File: src/rtl/pic_pkg.sv
package pic_pkg;
  typedef enum logic [1:0] {
    TRIG_LVL_LO    = 2'b00,
    TRIG_LVL_HI    = 2'b01,
    TRIG_EDGE_FALL = 2'b10,
    TRIG_EDGE_RISE = 2'b11
  } trig_e;
endpackage

File: src/rtl/pic_rst_sync.sv
module pic_rst_sync (
  input  logic clk_i,
  input  logic rst_ni,
  output logic rst_no
);
  logic [1:0] sync_q;

  always_ff @(posedge clk_i or negedge rst_ni) begin
    if (!rst_ni) sync_q <= 2'b00;
    else         sync_q <= {sync_q[0], 1'b1};
  end

  assign rst_no = sync_q[1];
endmodule

File: src/rtl/pic_src_cond.sv
// Per-source input conditioning: samples the raw line, finds edges,
// keeps edge pending bits and reports a raw request per source.
module pic_src_cond #(
  parameter int N_SRC = 32
) (
  input  logic                 clk_i,
  input  logic                 rst_ni,
  input  logic [N_SRC-1:0]     src_i,
  input  pic_pkg::trig_e       trig_i [N_SRC],
  input  logic [N_SRC-1:0]     clr_i,
  output logic [N_SRC-1:0]     req_o
);
  import pic_pkg::*;

  for (genvar g = 0; g < N_SRC; g++) begin : g_src
    logic s_q, s_prev_q, pend_q;
    logic edge_hit, pend_d;

    always_comb begin
      edge_hit = 1'b0;
      unique case (trig_i[g])
        TRIG_EDGE_RISE: edge_hit = s_q & ~s_prev_q;
        TRIG_EDGE_FALL: edge_hit = ~s_q & s_prev_q;
        default:        edge_hit = 1'b0;
      endcase
      if (trig_i[g] == TRIG_EDGE_RISE || trig_i[g] == TRIG_EDGE_FALL)
        pend_d = (pend_q & ~clr_i[g]) | edge_hit;
      else
        pend_d = 1'b0;
    end

    always_ff @(posedge clk_i or negedge rst_ni) begin
      if (!rst_ni) begin
        s_q      <= 1'b0;
        s_prev_q <= 1'b0;
        pend_q   <= 1'b0;
      end else begin
        s_q      <= src_i[g];
        s_prev_q <= s_q;
        pend_q   <= pend_d;
      end
    end

    always_comb begin
      unique case (trig_i[g])
        TRIG_LVL_LO: req_o[g] = ~s_q;
        TRIG_LVL_HI: req_o[g] = s_q;
        default:     req_o[g] = pend_q;
      endcase
    end
  end
endmodule

File: src/rtl/pic_prio_sel.sv
// Two-stage selection: most urgent occupied level, then lowest index in it.
module pic_prio_sel #(
  parameter int N_SRC = 32,
  parameter int LVL_W = 3,
  localparam int N_LVL = 1 << LVL_W,
  localparam int ID_W  = $clog2(N_SRC)
) (
  input  logic [N_SRC-1:0] req_i,
  input  logic [LVL_W-1:0] lvl_i [N_SRC],
  input  logic [LVL_W:0]   thr_i,
  output logic             hit_o,
  output logic [ID_W-1:0]  id_o,
  output logic [LVL_W-1:0] lvl_o
);
  logic [N_SRC-1:0] at_lvl [N_LVL];
  logic [N_LVL-1:0] lvl_any;
  logic [N_SRC-1:0] sel_vec;
  logic [LVL_W-1:0] best_lvl;
  logic [ID_W-1:0]  best_id;
  logic             found;

  for (genvar l = 0; l < N_LVL; l++) begin : g_lvl
    always_comb begin
      for (int i = 0; i < N_SRC; i++)
        at_lvl[l][i] = req_i[i] && (lvl_i[i] == LVL_W'(l));
    end
    assign lvl_any[l] = |at_lvl[l];
  end

  always_comb begin
    found    = 1'b0;
    best_lvl = '0;
    for (int l = N_LVL - 1; l >= 0; l--) begin
      if (lvl_any[l]) begin
        found    = 1'b1;
        best_lvl = LVL_W'(l);
      end
    end
    sel_vec = at_lvl[best_lvl];
    best_id = '0;
    for (int i = N_SRC - 1; i >= 0; i--) begin
      if (sel_vec[i]) best_id = ID_W'(i);
    end
    hit_o = found && ({1'b0, best_lvl} < thr_i);
    id_o  = hit_o ? best_id  : '0;
    lvl_o = hit_o ? best_lvl : '0;
  end
endmodule

File: src/rtl/pic_lvl_stack.sv
// Stack of in-service levels; the top entry sets the preemption threshold.
module pic_lvl_stack #(
  parameter int LVL_W = 3,
  localparam int N_LVL = 1 << LVL_W
) (
  input  logic             clk_i,
  input  logic             rst_ni,
  input  logic             push_i,
  input  logic [LVL_W-1:0] push_lvl_i,
  input  logic             pop_i,
  output logic [LVL_W:0]   thr_o,
  output logic [LVL_W:0]   depth_o
);
  logic [LVL_W-1:0] ent_q [N_LVL];
  logic [LVL_W-1:0] ent_d [N_LVL];
  logic [LVL_W:0]   depth_q, depth_d;
  logic [LVL_W-1:0] top_idx;
  logic             empty, full;

  assign empty   = (depth_q == '0);
  assign full    = (depth_q == (LVL_W+1)'(N_LVL));
  assign top_idx = LVL_W'(depth_q - 1'b1);

  always_comb begin
    ent_d   = ent_q;
    depth_d = depth_q;
    if (push_i && pop_i && !empty) begin
      ent_d[top_idx] = push_lvl_i;
    end else if (push_i && !full) begin
      ent_d[depth_q[LVL_W-1:0]] = push_lvl_i;
      depth_d = depth_q + 1'b1;
    end else if (pop_i && !empty) begin
      depth_d = depth_q - 1'b1;
    end
  end

  always_ff @(posedge clk_i or negedge rst_ni) begin
    if (!rst_ni) begin
      depth_q <= '0;
      for (int i = 0; i < N_LVL; i++) ent_q[i] <= '0;
    end else begin
      depth_q <= depth_d;
      if (push_i) ent_q <= ent_d;
    end
  end

  assign thr_o   = empty ? (LVL_W+1)'(N_LVL) : {1'b0, ent_q[top_idx]};
  assign depth_o = depth_q;
endmodule

File: src/rtl/pic_vic.sv
module pic_vic #(
  parameter int N_SRC = 32,
  parameter int LVL_W = 3,
  localparam int ID_W = $clog2(N_SRC)
) (
  input  logic             clk_i,
  input  logic             rst_ni,
  input  logic [N_SRC-1:0] src_i,
  input  logic             cfg_we_i,
  input  logic [ID_W-1:0]  cfg_src_i,
  input  logic [1:0]       cfg_trig_i,
  input  logic [LVL_W-1:0] cfg_lvl_i,
  input  logic             cfg_en_i,
  input  logic             clr_we_i,
  input  logic [ID_W-1:0]  clr_src_i,
  input  logic             ack_i,
  input  logic             eoi_i,
  output logic             irq_o,
  output logic [ID_W-1:0]  irq_id_o,
  output logic [LVL_W-1:0] irq_lvl_o
);
  import pic_pkg::*;

  logic             rst_n_sync;
  trig_e            trig_q [N_SRC];
  trig_e            trig_d [N_SRC];
  logic [LVL_W-1:0] lvl_q  [N_SRC];
  logic [LVL_W-1:0] lvl_d  [N_SRC];
  logic [N_SRC-1:0] en_q, en_d;
  logic [N_SRC-1:0] clr_vec, raw_req, req;
  logic [LVL_W:0]   thr, depth;
  logic             ack_take;

  pic_rst_sync u_rst (
    .clk_i  (clk_i),
    .rst_ni (rst_ni),
    .rst_no (rst_n_sync)
  );

  always_comb begin
    trig_d = trig_q;
    lvl_d  = lvl_q;
    en_d   = en_q;
    if (cfg_we_i) begin
      trig_d[cfg_src_i] = trig_e'(cfg_trig_i);
      lvl_d[cfg_src_i]  = cfg_lvl_i;
      en_d[cfg_src_i]   = cfg_en_i;
    end
  end

  always_ff @(posedge clk_i or negedge rst_n_sync) begin
    if (!rst_n_sync) begin
      en_q <= '0;
      for (int i = 0; i < N_SRC; i++) begin
        trig_q[i] <= TRIG_LVL_HI;
        lvl_q[i]  <= '1;
      end
    end else if (cfg_we_i) begin
      trig_q <= trig_d;
      lvl_q  <= lvl_d;
      en_q   <= en_d;
    end
  end

  assign ack_take = ack_i & irq_o;

  always_comb begin
    clr_vec = '0;
    if (clr_we_i) clr_vec[clr_src_i] = 1'b1;
    if (ack_take) clr_vec[irq_id_o]  = 1'b1;
  end

  pic_src_cond #(.N_SRC(N_SRC)) u_cond (
    .clk_i  (clk_i),
    .rst_ni (rst_n_sync),
    .src_i  (src_i),
    .trig_i (trig_q),
    .clr_i  (clr_vec),
    .req_o  (raw_req)
  );

  assign req = raw_req & en_q;

  pic_prio_sel #(.N_SRC(N_SRC), .LVL_W(LVL_W)) u_sel (
    .req_i (req),
    .lvl_i (lvl_q),
    .thr_i (thr),
    .hit_o (irq_o),
    .id_o  (irq_id_o),
    .lvl_o (irq_lvl_o)
  );

  pic_lvl_stack #(.LVL_W(LVL_W)) u_stk (
    .clk_i      (clk_i),
    .rst_ni     (rst_n_sync),
    .push_i     (ack_take),
    .push_lvl_i (irq_lvl_o),
    .pop_i      (eoi_i),
    .thr_o      (thr),
    .depth_o    (depth)
  );
endmodule

File: config.mk
export PLATFORM = sky130hd
export DESIGN_NAME = pic_vic
export DESIGN_NICKNAME = d
export VERILOG_FILES = /design/src/rtl/pic_pkg.sv /design/src/rtl/pic_rst_sync.sv /design/src/rtl/pic_src_cond.sv /design/src/rtl/pic_prio_sel.sv /design/src/rtl/pic_lvl_stack.sv /design/src/rtl/pic_vic.sv
export SDC_FILE = /design/constraint.sdc
export NUM_CORES = 1
export LEC_CHECK = 0
export ABC_AREA = 1
export BUFFER_PORTS_ARGS = -buffer_cell sky130_fd_sc_hd__buf_4
export CELL_PAD_IN_SITES_DETAIL_PLACEMENT = 1
export CELL_PAD_IN_SITES_GLOBAL_PLACEMENT = 2
export CORE_MARGIN = 5
export CORE_UTILIZATION = 37
export CTS_CLUSTER_DIAMETER = 30
export DETAILED_ROUTE_END_ITERATION = 16
export GPL_TIMING_DRIVEN = 0
export PLACE_DENSITY = 0.87
export SLEW_MARGIN = 20
export SYNTH_ARGS = -nofsm -noshare
export SYNTH_HDL_FRONTEND = slang
export SYNTH_SLANG_ARGS = --single-unit
File: constraint.sdc
create_clock -name clk_i -period 10.35 [get_ports clk_i]
set_input_delay 2.5875 -clock clk_i [delete_from_list [all_inputs] [get_ports clk_i]]
set_output_delay 2.5875 -clock clk_i [all_outputs]
set_load 0.05 [all_outputs]
**Word-level counts from Yosys, hierarchy flattened**

Cells that the tools add are included.

- Bits in registers: 318
- Input bits: 54
- Output and inout port bits: 9

- Add/sub/neg operators: 2
- Order comparisons: 14
- Equal/unequal tests: 321
- Muxes and demuxes: 178
- Bitwise gates (word level): 232
- Reductions and logical operators: 378

Operator list:

| cell | count |
|---|---|
| $eq 3x3->1 const B | 128 |
| $logic_and 1x1->1 | 267 |
| $reduce_or 32->1 | 8 |
| $eq 3x2->1 const B | 64 |
| $mux 5 | 33 |
| $eq 2x2->1 const B | 64 |
| $mux 32 | 4 |
| $pmux 1 s2 | 64 |
| $and 1x1->1 | 97 |
| $not 1->1 | 97 |
| $bmux 32 s3 | 1 |
| $bwmux 96 | 1 |
| $eq 3x1->1 const B | 32 |
| $logic_not 3->1 | 32 |
| $bwmux 64 | 1 |
| $eq 2x1->1 const B | 32 |
| $logic_not 2->1 | 32 |
| $bwmux 24 | 2 |
| $mux 24 | 2 |
| $mux 1 | 43 |
| $mux 3 | 14 |
| $and 32x32->32 | 1 |
| $bwmux 32 | 1 |
| $logic_or 1x1->1 | 32 |
| 25 further kinds | 73 |

**Longest topological paths before layout**

- Word-level depth: 60
- Depth in mapped cells: 59

**Modules after synthesis**

A second synthesis with hierarchy kept.

- Cells, all modules: 3110
- Area, all modules: 20374.5 µm²

By module, submodules not included:

| module | times used | cells each | area each (µm²) | seq. area each (µm²) |
|---|---|---|---|---|
| pic_vic | 1 | 1083 | 8567.0 | 4964.8 |
| pic_prio_sel | 1 | 1253 | 5686.7 | 0.0 |
| pic_src_cond | 1 | 511 | 4162.7 | 2402.3 |
| pic_lvl_stack | 1 | 260 | 1904.3 | 700.7 |
| pic_rst_sync | 1 | 3 | 53.8 | 50.0 |

**Least setup slack after synthesis**

Ideal clock, no wire load.

- Path type: register -> output
- From: register trig_q[52] (netlist bit)
- To: output port irq_id_o[1]
- Arrival time: 4.772 ns
- Required time: 7.763 ns
- Path slack: 2.991 ns
- Stages on the path, launching flop included: 29
- Cell sequence: dfstp_2 > inv_1 > nand2_1 > nand3_2 > nand2_1 > nor2_1 > nand2_1 > nand2_1 > nor4_1 > nand2_1 > nor2_2 > buf_6 > nand2_2 > nor3_2 > nand2_1 > clkinv_2 > clkbuf_1 > clkbuf_1 > ha_1 > nand2_1 > o21ai_1 > a21oi_2 > inv_2 > a211oi_4 > nand2_2 > clkinv_1 > nand2_2 > clkinv_1 > buf_2

- Elaborated cells on any way between the ends: 75
- Those cells by class: 1 x order compare; 1 x eq/ne; 53 x mux; 2 x bitwise; 18 x reduce/logical

RTL lines:

| item | line | source |
|---|---|---|
| start, declared | pic_vic.sv:25 | `trig_e trig_q [N_SRC];` |
| start signal, assigned | pic_vic.sv:59 | `trig_q <= trig_d;` |
| $eq 2x1->1 / $logic_not 2->1 (equally long branches) | pic_src_cond.sv:45 | `unique case (trig_i[g])` |
| $pmux 1 s2 (*) | pic_src_cond.sv:45 |  |
| $and 32x32->32 (*) | pic_vic.sv:82 | `assign req = raw_req & en_q;` |
| $logic_and 1x1->1 | pic_prio_sel.sv:25 | `at_lvl[l][i] = req_i[i] && (lvl_i[i] == LVL_W'(l));` |
| $reduce_or 32->1 | pic_prio_sel.sv:27 | `assign lvl_any[l] = \|at_lvl[l];` |
| $mux 3 (8 in series) | pic_prio_sel.sv:34 | `if (lvl_any[l]) begin` |
| $lt 3x4->1 | pic_prio_sel.sv:44 | `hit_o = found && ({1'b0, best_lvl} < thr_i);` |
| $logic_and 1x1->1 (*) | pic_prio_sel.sv:44 |  |
| via irq_o | pic_vic.sv:18 | `output logic irq_o,` |
| $mux 5 (*) | pic_prio_sel.sv:45 | `id_o = hit_o ? best_id : '0;` |
| end, declared | pic_vic.sv:19 | `output logic [ID_W-1:0] irq_id_o,` |

Mark *: on every way through the listed nets, which the timed path passes. The rest lies on a longest branch. The select of a mux whose other input is x is not followed.

**Worst setup path in the final report**

- From: register trig_q[58] (netlist bit)
- To: output port irq_id_o[1]

- Word-level cells in the longest chain between the ends: 50
- Elaborated cells on any way between the ends: 75
- Those cells by class: 1 x order compare; 1 x eq/ne; 53 x mux; 2 x bitwise; 18 x reduce/logical

RTL lines:

| item | line | source |
|---|---|---|
| $eq 2x1->1 / $logic_not 2->1 (equally long branches) | pic_src_cond.sv:45 |  |
| $pmux 1 s2 (*) | pic_src_cond.sv:45 |  |
| $and 32x32->32 (*) | pic_vic.sv:82 |  |
| $logic_and 1x1->1 | pic_prio_sel.sv:25 |  |
| $reduce_or 32->1 | pic_prio_sel.sv:27 |  |
| $mux 3 (8 in series) | pic_prio_sel.sv:34 |  |
| $not 3->4 (implied by the code) | pic_prio_sel.sv:39 | `sel_vec = at_lvl[best_lvl];` |
| $bmux 32 s3 | pic_prio_sel.sv:39 |  |
| $mux 32 (implied by the code) (2 in series) | pic_prio_sel.sv:39 |  |
| $mux 5 (32 in series) | pic_prio_sel.sv:42 | `if (sel_vec[i]) best_id = ID_W'(i);` |
| $mux 5 (*) | pic_prio_sel.sv:45 |  |

Mark *: on every way between the ends. The rest lies on a longest branch, timed or not. The select of a mux whose other input is x is not followed.

==> metrics.md <==
| Metric | Value |
|---|---|
| Status | `completed` |
| Crit end category | `primary output` |
| DIE AREA | `0.05892 sq mm` |
| Initial core utilization | `0.3732` |
| Core ar. | `0.05371 sq mm` |
| Slew Viols, Final | `0` |
| DRC violation count after routing | `0` |
| Filler cells | `about 6700` |
| Setup Buffers After CTS | `0` |
| Clock Pin Slew Worst Setup and Hold Paths | `roughly 0.050 ns` |
| Sequential share of power | `0.224` |
| Chip height | `242.7 um` |
| Pwr per Cell Area | `315.9 mW/mm^2` |
| Crit Path Class | `register to primary output` |
| Share of the yosys chip area belonging to registers | `0.4050` |
| Antenna Nets Post-Route | `0` |
| Int Pwr | `between 4 and 5 mW` |
| Most frequent cells in the layout | `nand2_1 (851), inv_1 (292), o21ai_0 (247)` |
| Largest net degree at the start of global routing | `59` |
| CP max stage cell | `buf_1` |
| Design area | `0.02473 sq mm` |
| Gr ovfl total | `0` |
| Layout cell share with drive strength beyond 1 | `0.2054` |
| Leak | `around 12 nW` |
| Routed wire length | `82.91 mm` |
| Most common cell after layout, fill and taps aside | `nand2_1` |
| CTS tree | `done` |
| Routability cong. | `0.9901` |
| Post-DP HPWL | `approximately 62 mm` |
| Combinational share of power | `0.415` |
| Register bit total from synthesis | `318` |
| Final Hold Fails | `0` |
| CTS Hold Bufs | `0` |
| Gr usage total | `0.2749` |
| Worst Max-Slew Pin Slew | `1.161 ns` |
| CTS Buf Count | `86` |
| WP depth | `29` |
| Worst slew margin | `0.2262` |
| Clock Sinks | `approximately 320` |
| Number of flops mapped to enable cells by yosys | `0` |
| # setup viols final | `0` |
| Site row count | `85` |
| # Max-Cap Violations | `0` |
| First-pass GRT wire length | `about 130 mm` |
| CP Max Fanout | `10` |
| Netlist cell types | `56` |
| Worst skew pair latency | `0.63 ns` |
| Fin crit period | `just over 10 ns` |
| Switching share of power | `0.4310` |
| RSZ-0062 raised after global routing | `false` |
| Max Buffers Root-to-Sink | `3` |
| Initial antenna violation count | `2` |
| Class of the worst hold path | `register to async pin` |
| Critical Path Max Stage Delay | `around 0.59 ns` |
| 1st-pass router iterations | `5` |
| Final setup TNS | `0 ns` |
| Ports | `63` |
| Worst vdd ir | `0.2219 mV` |
| Placed Area | `0.02163 sq mm` |
| Buf+Inv Stages, Crit Path | `11` |
| Vias in the first global route | `21520` |
| Vias per cell | `around 5.4` |
| Number of nets in the layout | `around 3100` |
| Chip width | `242.7 um` |
| Crit path launch type | `register` |
| Clock power share | `0.361` |
| Power, Total | `7.811 mW` |
| PortBufs | `62` |
| Post-Syn Area | `approximately 0.02 sq mm` |
| Sw power | `roughly 3.4 mW` |
| WP data required | `7.76 ns` |
| Crit path arrival time | `7.49 ns` |
| Utilization after layout | `0.4604` |
| Synth Warn # | `0` |
| Vias | `20520` |
| Most used cell, CP | `nand2_1` |
| Primary FF master, synth | `dfrtp_1` |
| Drt wl/cell | `roughly 22 um` |
| Fin crit share | `0.9741` |
| Post-Syn Instances | `2836` |
| Level count of the clock H-tree | `3` |
| Worst setup slack after layout | `0.2678 ns` |
| Syn Area/Cell | `7.067 sq um` |
| Crit-path leading delay family | `buffers and inverters` |
| Root buf cell | `clkbuf_16` |
| Peak Freq | `99.18 MHz` |
| Area Growth Syn to Fin | `23.38%` |
| Syn Nets | `just under 3000` |
| Place WS | `0.9404 ns` |
| Async set-reset flop share out of synthesis | `1.000` |
| Clk_skew | `0.02690 ns` |
| Worst R2R Path Depth | `34` |
| Initial DRC Count | `1295` |
==> through the flow <==
step / std cells / hold WS [ns]
floorplan: 2836 / 0.3312
global placement: 3594 / 0.3381
detailed placement: 3607 / 0.1768
CTS: 3768 / 0.1795
global route: 3768 / 0.1843
finish: 3769 / 0.1717
==> registers in the layout, summed over array words and instances (netlist names), 4 cells and up <==
signal and cells:
en_q 32, lvl_q 96, trig_q 64, u_cond.g_src.pend_q 32, u_cond.g_src.s_prev_q 32, u_cond.g_src.s_q 32
u_stk.depth_o 4, u_stk.ent_q 24
==> cells by family after synthesis <==
group | after synthesis | share of synthesized area
AND/OR/NAND/NOR | 1552 | 0.3395
buffers and inverters | 485 | 0.1028
AO/OA/AOI/OAI | 441 | 0.1307
flip-flops | 318 | 0.4050
multiplexers | 32 | 0.01798
adder cells (fa/ha/maj) | 4 | 0.002497
XOR/XNOR | 3 | 0.001311
other | 1 | 0.0001871
==> power by group through the flow <==
| stage | Clock, mW | Combinational, mW | Sequential [mW] |
|---|---|---|---|
| after floorplan | 0 | 2.15 | 1.71 |
| after global placement | 0 | 3.04 | 1.76 |
| after detailed placement | 0 | 3.16 | 1.76 |
| after CTS | 2.87 | 3.19 | 1.75 |
| after global routing | 2.96 | 3.49 | 1.78 |
| final | 2.82 | 3.24 | 1.75 |
==> layout make-up <==
type	count	area, sq um	share of cell area
inverter	394	1481	0.05991
sequential	318	8122	0.3284
clock inverter	40	614.3	0.02484
buffer	91	579.3	0.02343
antenna	1	2.502	0.0001012
timing repair buffer	75	683.2	0.02763
tap	696	870.8	0.03522
clock buffer	121	2475	0.1001
multi-input combinational	2033	9899	0.4003
==> cell usage after synthesis (all sizes together), types with 7 or more instances <==
cell type    n  area share
mux2        32       0.018
o211ai      11      0.0041
a21boi      25       0.014
nand2      870        0.17
buf         43       0.020
a32o        22       0.011
nor4         8      0.0025
clkinv      11      0.0022
nor3        66       0.017
clkbuf      48      0.0090
dfstp      128        0.17
a21oi       90       0.023
dfrtp      190        0.24
o21ai      254       0.063
inv        383       0.072
nor2       272       0.056
o22ai        7      0.0022
a31oi       10      0.0031
nand3      237       0.067
nand4       94       0.029
==> final timing paths <==
| kind | slack, ns | end | start |
|---|---|---|---|
| worst max register to register | 3.09 | u_cond.g_src[23].pend_q$_DFF_PN0_ | trig_q[58]$_DFFE_PN1P_ |
| worst min-delay path | 0.17 | u_cond.g_src[16].pend_q$_DFF_PN0_ | u_rst.sync_q[1]$_DFF_PN0_ |
| worst min register to register | 0.17 | u_cond.g_src[16].pend_q$_DFF_PN0_ | u_rst.sync_q[1]$_DFF_PN0_ |
| min in group clk_i | 0.35 | u_rst.sync_q[1]$_DFF_PN0_ | u_rst.sync_q[0]$_DFF_PN0_ |
| max in group asynchronous | 8.51 | u_rst.sync_q[1]$_DFF_PN0_ | rst_ni |
| worst max-delay path | 0.27 | irq_id_o[1] | trig_q[58]$_DFFE_PN1P_ |
==> metal layers <==
layer  track usage  share of wire
met3       0.05237          0.055
met2        0.4409           0.45
met5             0              0
met1        0.3609           0.44
met4        0.1273          0.052
==> timing repair <==
action / CTS / global route
endpoints found under the setup margin: 0 / 1
resized for setup: 0 / 2
hold endpoints to repair: 0 / 0
(Power assumes the default switching activity.)
